<file path="config.mk">
export PLATFORM = sky130hd
export DESIGN_NAME = spi_host_engine
export DESIGN_NICKNAME = d
export VERILOG_FILES = /design/src/rtl/spi_eng_pkg.sv /design/src/rtl/spi_eng_baud.sv /design/src/rtl/spi_eng_shift.sv /design/src/rtl/spi_host_engine.sv
export SDC_FILE = /design/constraint.sdc
export NUM_CORES = 1
export LEC_CHECK = 0
export CAP_MARGIN = 20
export CORE_MARGIN = 5
export CORE_UTILIZATION = 50
export CTS_BUF_LIST = sky130_fd_sc_hd__clkbuf_8
export DETAILED_ROUTE_END_ITERATION = 8
export PLACE_DENSITY = 0.75
export SETUP_SLACK_MARGIN = 0.4
export SLEW_MARGIN = 20
export SYNTH_ARGS = -nofsm -noshare
export SYNTH_HDL_FRONTEND = slang
export SYNTH_SLANG_ARGS = --single-unit
</file>
<file path="constraint.sdc">
create_clock -name clk_i -period 3.4 [get_ports clk_i]
set_input_delay 0.51 -clock clk_i [delete_from_list [all_inputs] [get_ports clk_i]]
set_output_delay 0.51 -clock clk_i [all_outputs]
set_load 0.02 [all_outputs]
</file>
<file path="src/rtl/spi_eng_pkg.sv">
package spi_eng_pkg;
  localparam int unsigned MAX_W     = 32;
  localparam int unsigned BIT_CNT_W = $clog2(MAX_W + 1);

  function automatic logic [BIT_CNT_W-1:0] code_to_bits(input logic [1:0] code);
    case (code)
      2'd0:    return BIT_CNT_W'(8);
      2'd1:    return BIT_CNT_W'(16);
      default: return BIT_CNT_W'(32);
    endcase
  endfunction
endpackage

</file>
<file path="src/rtl/spi_eng_baud.sv">
module spi_eng_baud #(
  parameter int unsigned DIV_W = 9
) (
  input  logic             clk_i,
  input  logic             rst_ni,
  input  logic             run_i,
  input  logic [DIV_W-1:0] div_i,
  output logic             phase_o,
  output logic             phase_end_o
);
  logic [DIV_W-1:0] cnt_q;

  assign phase_end_o = run_i && (cnt_q == div_i);

  always_ff @(posedge clk_i or negedge rst_ni) begin
    if (!rst_ni) begin
      cnt_q   <= '0;
      phase_o <= 1'b0;
    end else if (!run_i) begin
      cnt_q   <= '0;
      phase_o <= 1'b0;
    end else if (cnt_q == div_i) begin
      cnt_q   <= '0;
      phase_o <= ~phase_o;
    end else begin
      cnt_q <= cnt_q + 1'b1;
    end
  end
endmodule

</file>
<file path="src/rtl/spi_eng_shift.sv">
module spi_eng_shift
  import spi_eng_pkg::*;
(
  input  logic                 clk_i,
  input  logic                 rst_ni,
  input  logic                 load_i,
  input  logic [MAX_W-1:0]     load_word_i,
  input  logic [BIT_CNT_W-1:0] load_bits_i,
  input  logic [BIT_CNT_W-1:0] nbits_i,
  input  logic                 advance_i,
  input  logic                 sample_i,
  input  logic                 miso_i,
  output logic                 mosi_o,
  output logic [MAX_W-1:0]     rx_word_o
);
  logic [MAX_W-1:0] tx_q, rx_q, rx_cur, rx_mask;

  always_ff @(posedge clk_i or negedge rst_ni) begin
    if (!rst_ni) begin
      tx_q <= '0;
      rx_q <= '0;
    end else if (load_i) begin
      // left-align so the word MSB sits at the shift-out position
      tx_q <= load_word_i << (MAX_W - load_bits_i);
      rx_q <= '0;
    end else begin
      if (advance_i) tx_q <= tx_q << 1;
      if (sample_i)  rx_q <= {rx_q[MAX_W-2:0], miso_i};
    end
  end

  // include a sample landing on the final cycle of the word
  assign rx_cur    = sample_i ? {rx_q[MAX_W-2:0], miso_i} : rx_q;
  assign rx_mask   = ~({MAX_W{1'b1}} << nbits_i);
  assign rx_word_o = rx_cur & rx_mask;
  assign mosi_o    = tx_q[MAX_W-1];
endmodule

</file>
<file path="src/rtl/spi_host_engine.sv">
module spi_host_engine
  import spi_eng_pkg::*;
#(
  parameter int unsigned DIV_W = 9
) (
  input  logic             clk_i,
  input  logic             rst_ni,
  input  logic             en_i,
  input  logic             host_en_i,
  input  logic             ck_idle_hi_i,
  input  logic             tx_on_trail_i,
  input  logic             smp_late_i,
  input  logic             auto_ss_i,
  input  logic [1:0]       width_code_i,
  input  logic [DIV_W-1:0] baud_div_i,
  input  logic             tx_valid_i,
  input  logic [MAX_W-1:0] tx_data_i,
  output logic             tx_pop_o,
  output logic             rx_push_o,
  output logic [MAX_W-1:0] rx_data_o,
  input  logic             rx_full_i,
  output logic             rx_ovf_o,
  output logic             sck_o,
  output logic             mosi_o,
  input  logic             miso_i,
  output logic             ss_no
);
  logic                 active;
  logic                 busy_q;
  logic [BIT_CNT_W-1:0] bit_q, nbits_q;
  logic [DIV_W-1:0]     div_q;
  logic                 phase, phase_end;
  logic                 bit_end, last_bit, word_end;
  logic                 sample, advance;
  logic                 shift_mosi;
  logic [MAX_W-1:0]     rx_word;
  logic                 rx_vld_q;
  logic [MAX_W-1:0]     rx_data_q;

  assign active = en_i & host_en_i;

  spi_eng_baud #(.DIV_W(DIV_W)) u_baud (
    .clk_i       (clk_i),
    .rst_ni      (rst_ni),
    .run_i       (busy_q),
    .div_i       (div_q),
    .phase_o     (phase),
    .phase_end_o (phase_end)
  );

  assign bit_end  = busy_q & phase & phase_end;
  assign last_bit = (bit_q == nbits_q - 1'b1);
  assign word_end = bit_end & last_bit;
  assign advance  = bit_end & ~last_bit;
  assign sample   = busy_q & phase_end & (smp_late_i ? phase : ~phase);

  // pop from idle, or chain straight out of the last cycle of a word
  assign tx_pop_o = active & tx_valid_i & (~busy_q | word_end);

  always_ff @(posedge clk_i or negedge rst_ni) begin
    if (!rst_ni) begin
      busy_q  <= 1'b0;
      bit_q   <= '0;
      nbits_q <= BIT_CNT_W'(8);
      div_q   <= '0;
    end else if (!active) begin
      busy_q <= 1'b0;
      bit_q  <= '0;
    end else if (tx_pop_o) begin
      busy_q  <= 1'b1;
      bit_q   <= '0;
      nbits_q <= code_to_bits(width_code_i);
      div_q   <= baud_div_i;
    end else if (word_end) begin
      busy_q <= 1'b0;
    end else if (bit_end) begin
      bit_q <= bit_q + 1'b1;
    end
  end

  spi_eng_shift u_shift (
    .clk_i       (clk_i),
    .rst_ni      (rst_ni),
    .load_i      (tx_pop_o),
    .load_word_i (tx_data_i),
    .load_bits_i (code_to_bits(width_code_i)),
    .nbits_i     (nbits_q),
    .advance_i   (advance),
    .sample_i    (sample),
    .miso_i      (miso_i),
    .mosi_o      (shift_mosi),
    .rx_word_o   (rx_word)
  );

  always_ff @(posedge clk_i or negedge rst_ni) begin
    if (!rst_ni) begin
      rx_vld_q  <= 1'b0;
      rx_data_q <= '0;
    end else begin
      rx_vld_q <= active & word_end;
      if (active & word_end) rx_data_q <= rx_word;
    end
  end

  assign rx_push_o = rx_vld_q & ~rx_full_i;
  assign rx_ovf_o  = rx_vld_q & rx_full_i;
  assign rx_data_o = rx_data_q;

  assign sck_o  = busy_q ? (ck_idle_hi_i ^ (tx_on_trail_i ? phase : ~phase)) : ck_idle_hi_i;
  assign mosi_o = busy_q & shift_mosi;
  assign ss_no  = ~(active & auto_ss_i & (busy_q | tx_valid_i));
endmodule

</file>
# Word level (Yosys, flattened, before mapping)
# Index checks and enable logic that the tools add are counted.
word_totals:
  register_bits: 129
  output_inout_bits: 38
  wordCells: 72
  inputBits: 54
classes:
  shifts: 2
  eq_ne: 7
  n_addsub: 4
  muxes: 19
  bitwise: 25
  n_reduce_logical: 5
op_table:
  columns: ["op", "n"]
  rows:
  - ["2-to-1 mux 32 bit", 4]
  - ["AND 32 bit", 1]
  - ["NOT 32 bit", 1]
  - ["left shift 32 x 32 -> 32 bit", 1]
  - ["left shift 32 x 6 -> 32 bit, first input constant", 1]
  - ["2-to-1 mux 6 bit", 4]
  - ["2-to-1 mux 9 bit", 2]
  - ["AND 1 bit", 15]
  - ["case mux 6 bit (2 select lines)", 1]
  - ["adder 9 x 1 -> 9 bit, second input constant", 1]
  - ["equality test 9 bit", 1]
  - ["2-to-1 mux 1 bit", 8]
  - ["subtractor 6 x 6 -> 7 bit, first input constant", 1]
  - ["adder 6 x 1 -> 6 bit, second input constant", 1]
  - ["equality test 6 bit", 1]
  - ["!= test 3 x 2 -> 1 bit, second input constant", 2]
  - ["subtractor 6 x 1 -> 6 bit, second input constant", 1]
  - ["NOT 1 bit", 5]
  - ["AND reduction 2 bit", 2]
  - ["!= test 3 bit, second input constant", 1]
  - ["equality test 2 x 1 -> 1 bit, second input constant", 1]
  - ["zero test 2 bit", 1]
  - ["!= test 2 x 1 -> 1 bit, second input constant", 1]
  - ["OR 1 bit", 2]
  - ["other kinds (3)", 3]

# Logic depth before layout (Yosys ltp)
logic_depth:
  word_depth: 8
  depth_mapped: 10
  depth_no_buf: 8

# Modules after synthesis
# A second synthesis with hierarchy kept.
hier_totals:
  hier_cells: 789
  hier_area_um2: 8165.3
by_module_without_submodules:
  columns: ["mod", "cells_per_inst", "n_inst", "seq_area_each_um2", "area_per_inst_um2"]
  rows:
  - ["spi_eng_shift", 498, 1, 1601.5, 5011.1]
  - ["spi_host_engine", 234, 1, 1302.5, 2598.7]
  - ["spi_eng_baud", 57, 1, 250.2, 555.5]

# Worst setup path before layout
# OpenSTA, ideal clock, no wires.
synth_path:
  path_kind: "register -> output"
  startpoint: "reg nbits_q[3]"
  endpoint: "out tx_pop_o"
  required_time_ps: 2890
  arrival_time_ps: 2289
  path_slack_ps: 601
  n_path_buf: 2
  stages_incl_launch_ff: 9
  path_cell_list: "dfstp_2 > inv_1 > ha_1 > xnor2_1 > or4_1 > buf_4 > o31a_4 > clkinv_2 > buf_2"
synth_via:
  elab_chain_cells: 5
synth_rtl:
  columns: ["item", "line", "text"]
  rows:
  - ["from (decl)", "spi_host_engine.sv:30", "logic [BIT_CNT_W-1:0] bit_q, nbits_q;"]
  - ["from (signal assigned)", "spi_host_engine.sv:72", "nbits_q <= code_to_bits(width_code_i);"]
  - ["subtractor 6 x 1 -> 6 bit", "spi_host_engine.sv:52", "assign last_bit = (bit_q == nbits_q - 1'b1);"]
  - ["equality test 6 bit", "spi_host_engine.sv:52", null]
  - ["AND 1 bit", "spi_host_engine.sv:53", "assign word_end = bit_end & last_bit;"]
  - ["OR 1 bit", "spi_host_engine.sv:58", "assign tx_pop_o = active & tx_valid_i & (~busy_q | word_end);"]
  - ["AND 1 bit", "spi_host_engine.sv:58", null]
  - ["to (decl)", "spi_host_engine.sv:18", "output logic tx_pop_o,"]
# Every way passes these cells.

# Final worst setup path
# Ends and elaborated chain as after synthesis.

==> reports/summary.txt <==
Status = complete, no violations
Nets = 721
Final ANT Viol Nets = 0
Simple-Gate Fraction of Synth Area = 14.66%
Total Wirelength = 12.91 mm
Compound-Gate Fraction of Synth Area = 14.92%
CTS tree = yes
Drt first pass iters = 6
Crit end category = primary output
Clock Sinks = 126
Cell Rows = 39
All-Layer GR Usage = 19.02%
Tmin final = 2.888 ns
Worst Setup Path Type = flip-flop to primary output
Clock root buffer master = clkbuf_8
Synth warn = 0
Vias per cell = 5.498
Max-cap violations = 0
P&R area growth vs syn = 24.52%
Synth area leader = dfrtp_1
Layout fillers = 1002
Post-Synth Adder-Cell Area = 1.284%
Met1 Resource Use GR = 25.31%
Worst Skew = 0.01377 ns
Power Internal = 2431 uW
Port Buffer Count = 91
Mapped Cells = 573
Final count of hold timing violations = 0
Sequential-to-total area share from yosys stat = 53.95%
WL per Instance = 15.80 um
Top-area cell type share of the netlist area = 53.50%
Post-layout util = 63.76%
Slowest library cell on the worst path = dfstp_2
Switching portion of total power = 27.29%
GP Congestion = 0.8836
Crit share post-route = 84.94%
Clock power frac = 40.0%
Final Total Pwr = 3344 uW
Post-synth EDFFs = 0
Die area = 13960 um2
Max clock buf depth = 2
M2 GR Usage = 30.87%
HP Class = input pin to async pin
Num CTS Buffers = 17
Core Footprint = 11420 um2
Ports = 92
Power share of the sequential group = 48.9%
First-pass GRT wire length = 22.34 mm
Max_slew headroom = 37.76%
Critical path startpoint category = flip-flop
Share of layout cells above drive strength 1 = 9.496%
Die height = 118.1 um
CP required = 2.89 ns
Pwr/cell area = 459.2 nW/um2
Mapped Nets = 633
Worst Path Arrival = 2.38 ns
GRT busiest layer = met2
CTS H-tree depth = 4
Async set-or-reset flop fraction in the synthesized netlist = 100.0%
Clock slew at reported path FFs = 0.08 ns
Synthesized area = 5847 um2
Worst-path cell chain = inv_2, ha_4, xnor2_1, or4_4, o31a_4, clkinv_2, buf_6
Grt met3 use = 5.110%
GRT overflow = 0
Slowest stage delay, CP = 0.54 ns
Die width = 118.1 um
Largest net degree at the start of global routing = 60
Mux contribution to synthesized area = 7.019%
Comb power frac = 11.1%
Initial Util = 51.21%
Fin Setup TNS = 0 ns
Vias = 4492
Initial antenna violation count = 0
#FFs+latches synth = 126
Setup Viol. Count Final = 0
# diodes = 0
Yosys cell types = 44
Ranking of synthesized cells by area = dfrtp_1 (53%), mux2i_1 (7.0%), nand2_1 (6.5%), o21ai_0 (3.5%), nor2_1 (3.2%)
Vias in the first global route = 4648
Most common flop cell mapped by yosys = dfrtp_1
Drt drc = 0
Final Max Slew Viols = 0
Synth Area in XOR/XNOR = 4.152%
RSZ-0062 raised after global routing = no
Max Clock Freq = 346.3 MHz
Lkg Pwr = 0.003253 uW
Worst Tran Pin Value = 0.9239 ns
Critical path fanouts, max = 3
Peak VDD IR = 256.7 uV
Hpwl dp = 9.057 mm
Initial DRC count = 303
Clk_lat worst skew = 0.43 ns
Sw Pwr = 912.4 uW
Average size of a mapped cell = 10.20 um2
Main combinational cell family by area after synthesis = compound AO/OA/AOI/OAI gates
## per-layer routing
layer  wire length [um]  part of all wire [%]
met1               5738                    44
met2               6241                    48
met3                788                   6.1
met4                141                   1.1
met5                  0                     0
## final cells by class
cell class                 instances  area [um2]  area share, %
clock inverter                    15       173.9          2.389
timing repair buffer             105        1031          14.16
inverter                           8       31.28         0.4296
tap                              143       178.9          2.457
sequential                       126        3154          43.32
clock buffer                      17       234.0          3.214
multi-input combinational        403        2477          34.03
## worst max-delay path: cells and delay by family, from the launching register on
family                   cells  cell delay (ns)
AO/OA/AOI/OAI                1             0.35
XOR/XNOR                     1             0.11
adder cells (fa/ha/maj)      1             0.21
buffers and inverters        3             0.25
flip-flops                   1             0.54
AND/OR/NAND/NOR              1             0.49
## cells by family (layout without fill, tap and decap cells)
family	Yosys count	in the layout
and+or+nand+nor	197	197
AOI/OAI and AO/OA	133	133
DFF	126	126
buffers and inverters	44	145
muxes	41	41
xor gates and xnor gates	26	26
adders and majority gates	6	6
## flip-flops by register name, summed over array words and instances (netlist names)
signal / count
rx_vld_q: 1
u_baud.phase_o: 1
nbits_q: 3
u_baud.cnt_q: 9
u_shift.rx_q: 32
busy_q: 1
bit_q: 6
rx_data_o: 32
div_q: 9
u_shift.tx_q: 32
## final timing paths
kind / end / slack, ns / from / cells after the start
max: tx_pop_o / 0.51 / nbits_q[3] / 7
min: rx_data_o[27] / 0.12 / rst_ni / 1
max reg2reg: u_shift.tx_q[10] / 0.67 / nbits_q[3] / 9
min reg2reg: rx_data_o[6] / 0.48 / rx_data_o[6] / 2
max in group asynchronous: u_baud.cnt_q[5] / 2.48 / rst_ni / 2
min in group clk_i: rx_data_o[6] / 0.48 / rx_data_o[6] / 2
## power groups by stage
stage                     clock [uW]  sequential (uW)  combinational (uW)
after floorplan                    0             1650                 212
after global placement             0             1660                 354
after detailed placement           0             1660                 364
after CTS                       1370             1630                 375
after global routing            1440             1640                 417
final                           1340             1630                 372
## what timing repair did
| action | CTS | global route |
|---|---|---|
| setup endpoints to repair | 9 | 9 |
| buffers inserted | 1 | 0 |
| pin swaps | 1 | 0 |
| hold endpoints to repair | 0 | 0 |
| hold buffers | 0 | 0 |
| resized for setup | 8 | 2 |
## cell usage after synthesis (all sizes together) (6+ instances only)
cell / n
a221o: 8
mux2i: 41
nand3: 11
o21ai: 57
xor2: 15
and2: 12
ha: 6
dfrtp: 125
xnor2: 10
inv: 7
clkbuf: 14
a21oi: 14
nor2: 50
a22oi: 23
a31oi: 7
a211oi: 16
buf: 22
nand2: 102
## cell usage in the layout (no fill, tap or decap), types with 3 or more instances in the layout
cell,instances
dfrtp_1,125
nand2_1,102
clkdlybuf4s50_1,89
nor2_1,49
mux2i_1,41
o21ai_0,41
a22oi_1,23
clkbuf_8,17
o21ai_1,16
xor2_1,15
a21oi_1,14
buf_4,13
nand3_1,11
a211oi_1,11
and2_1,10
xnor2_1,10
a221o_1,8
inv_6,8
a31oi_1,7
inv_1,6
a211oi_2,5
ha_1,5
nor3_1,4
nand2b_1,4
and3_1,3
## per-stage QoR
stage | setup WS (ns) | hold slack, ns | std cells | area (um2)
CTS | 0.4534 | 0.1362 | 817 | 7277
detailed placement | 0.3071 | 0.4706 | 784 | 6844
finish | 0.5120 | 0.1200 | 817 | 7281
global placement | 0.3390 | 0.4623 | 784 | 6844
floorplan | 0.6013 | 0.2144 | 573 | 5847
global route | 0.4187 | 0.1703 | 817 | 7281
Note: power is estimated with default switching activity, not from simulation.
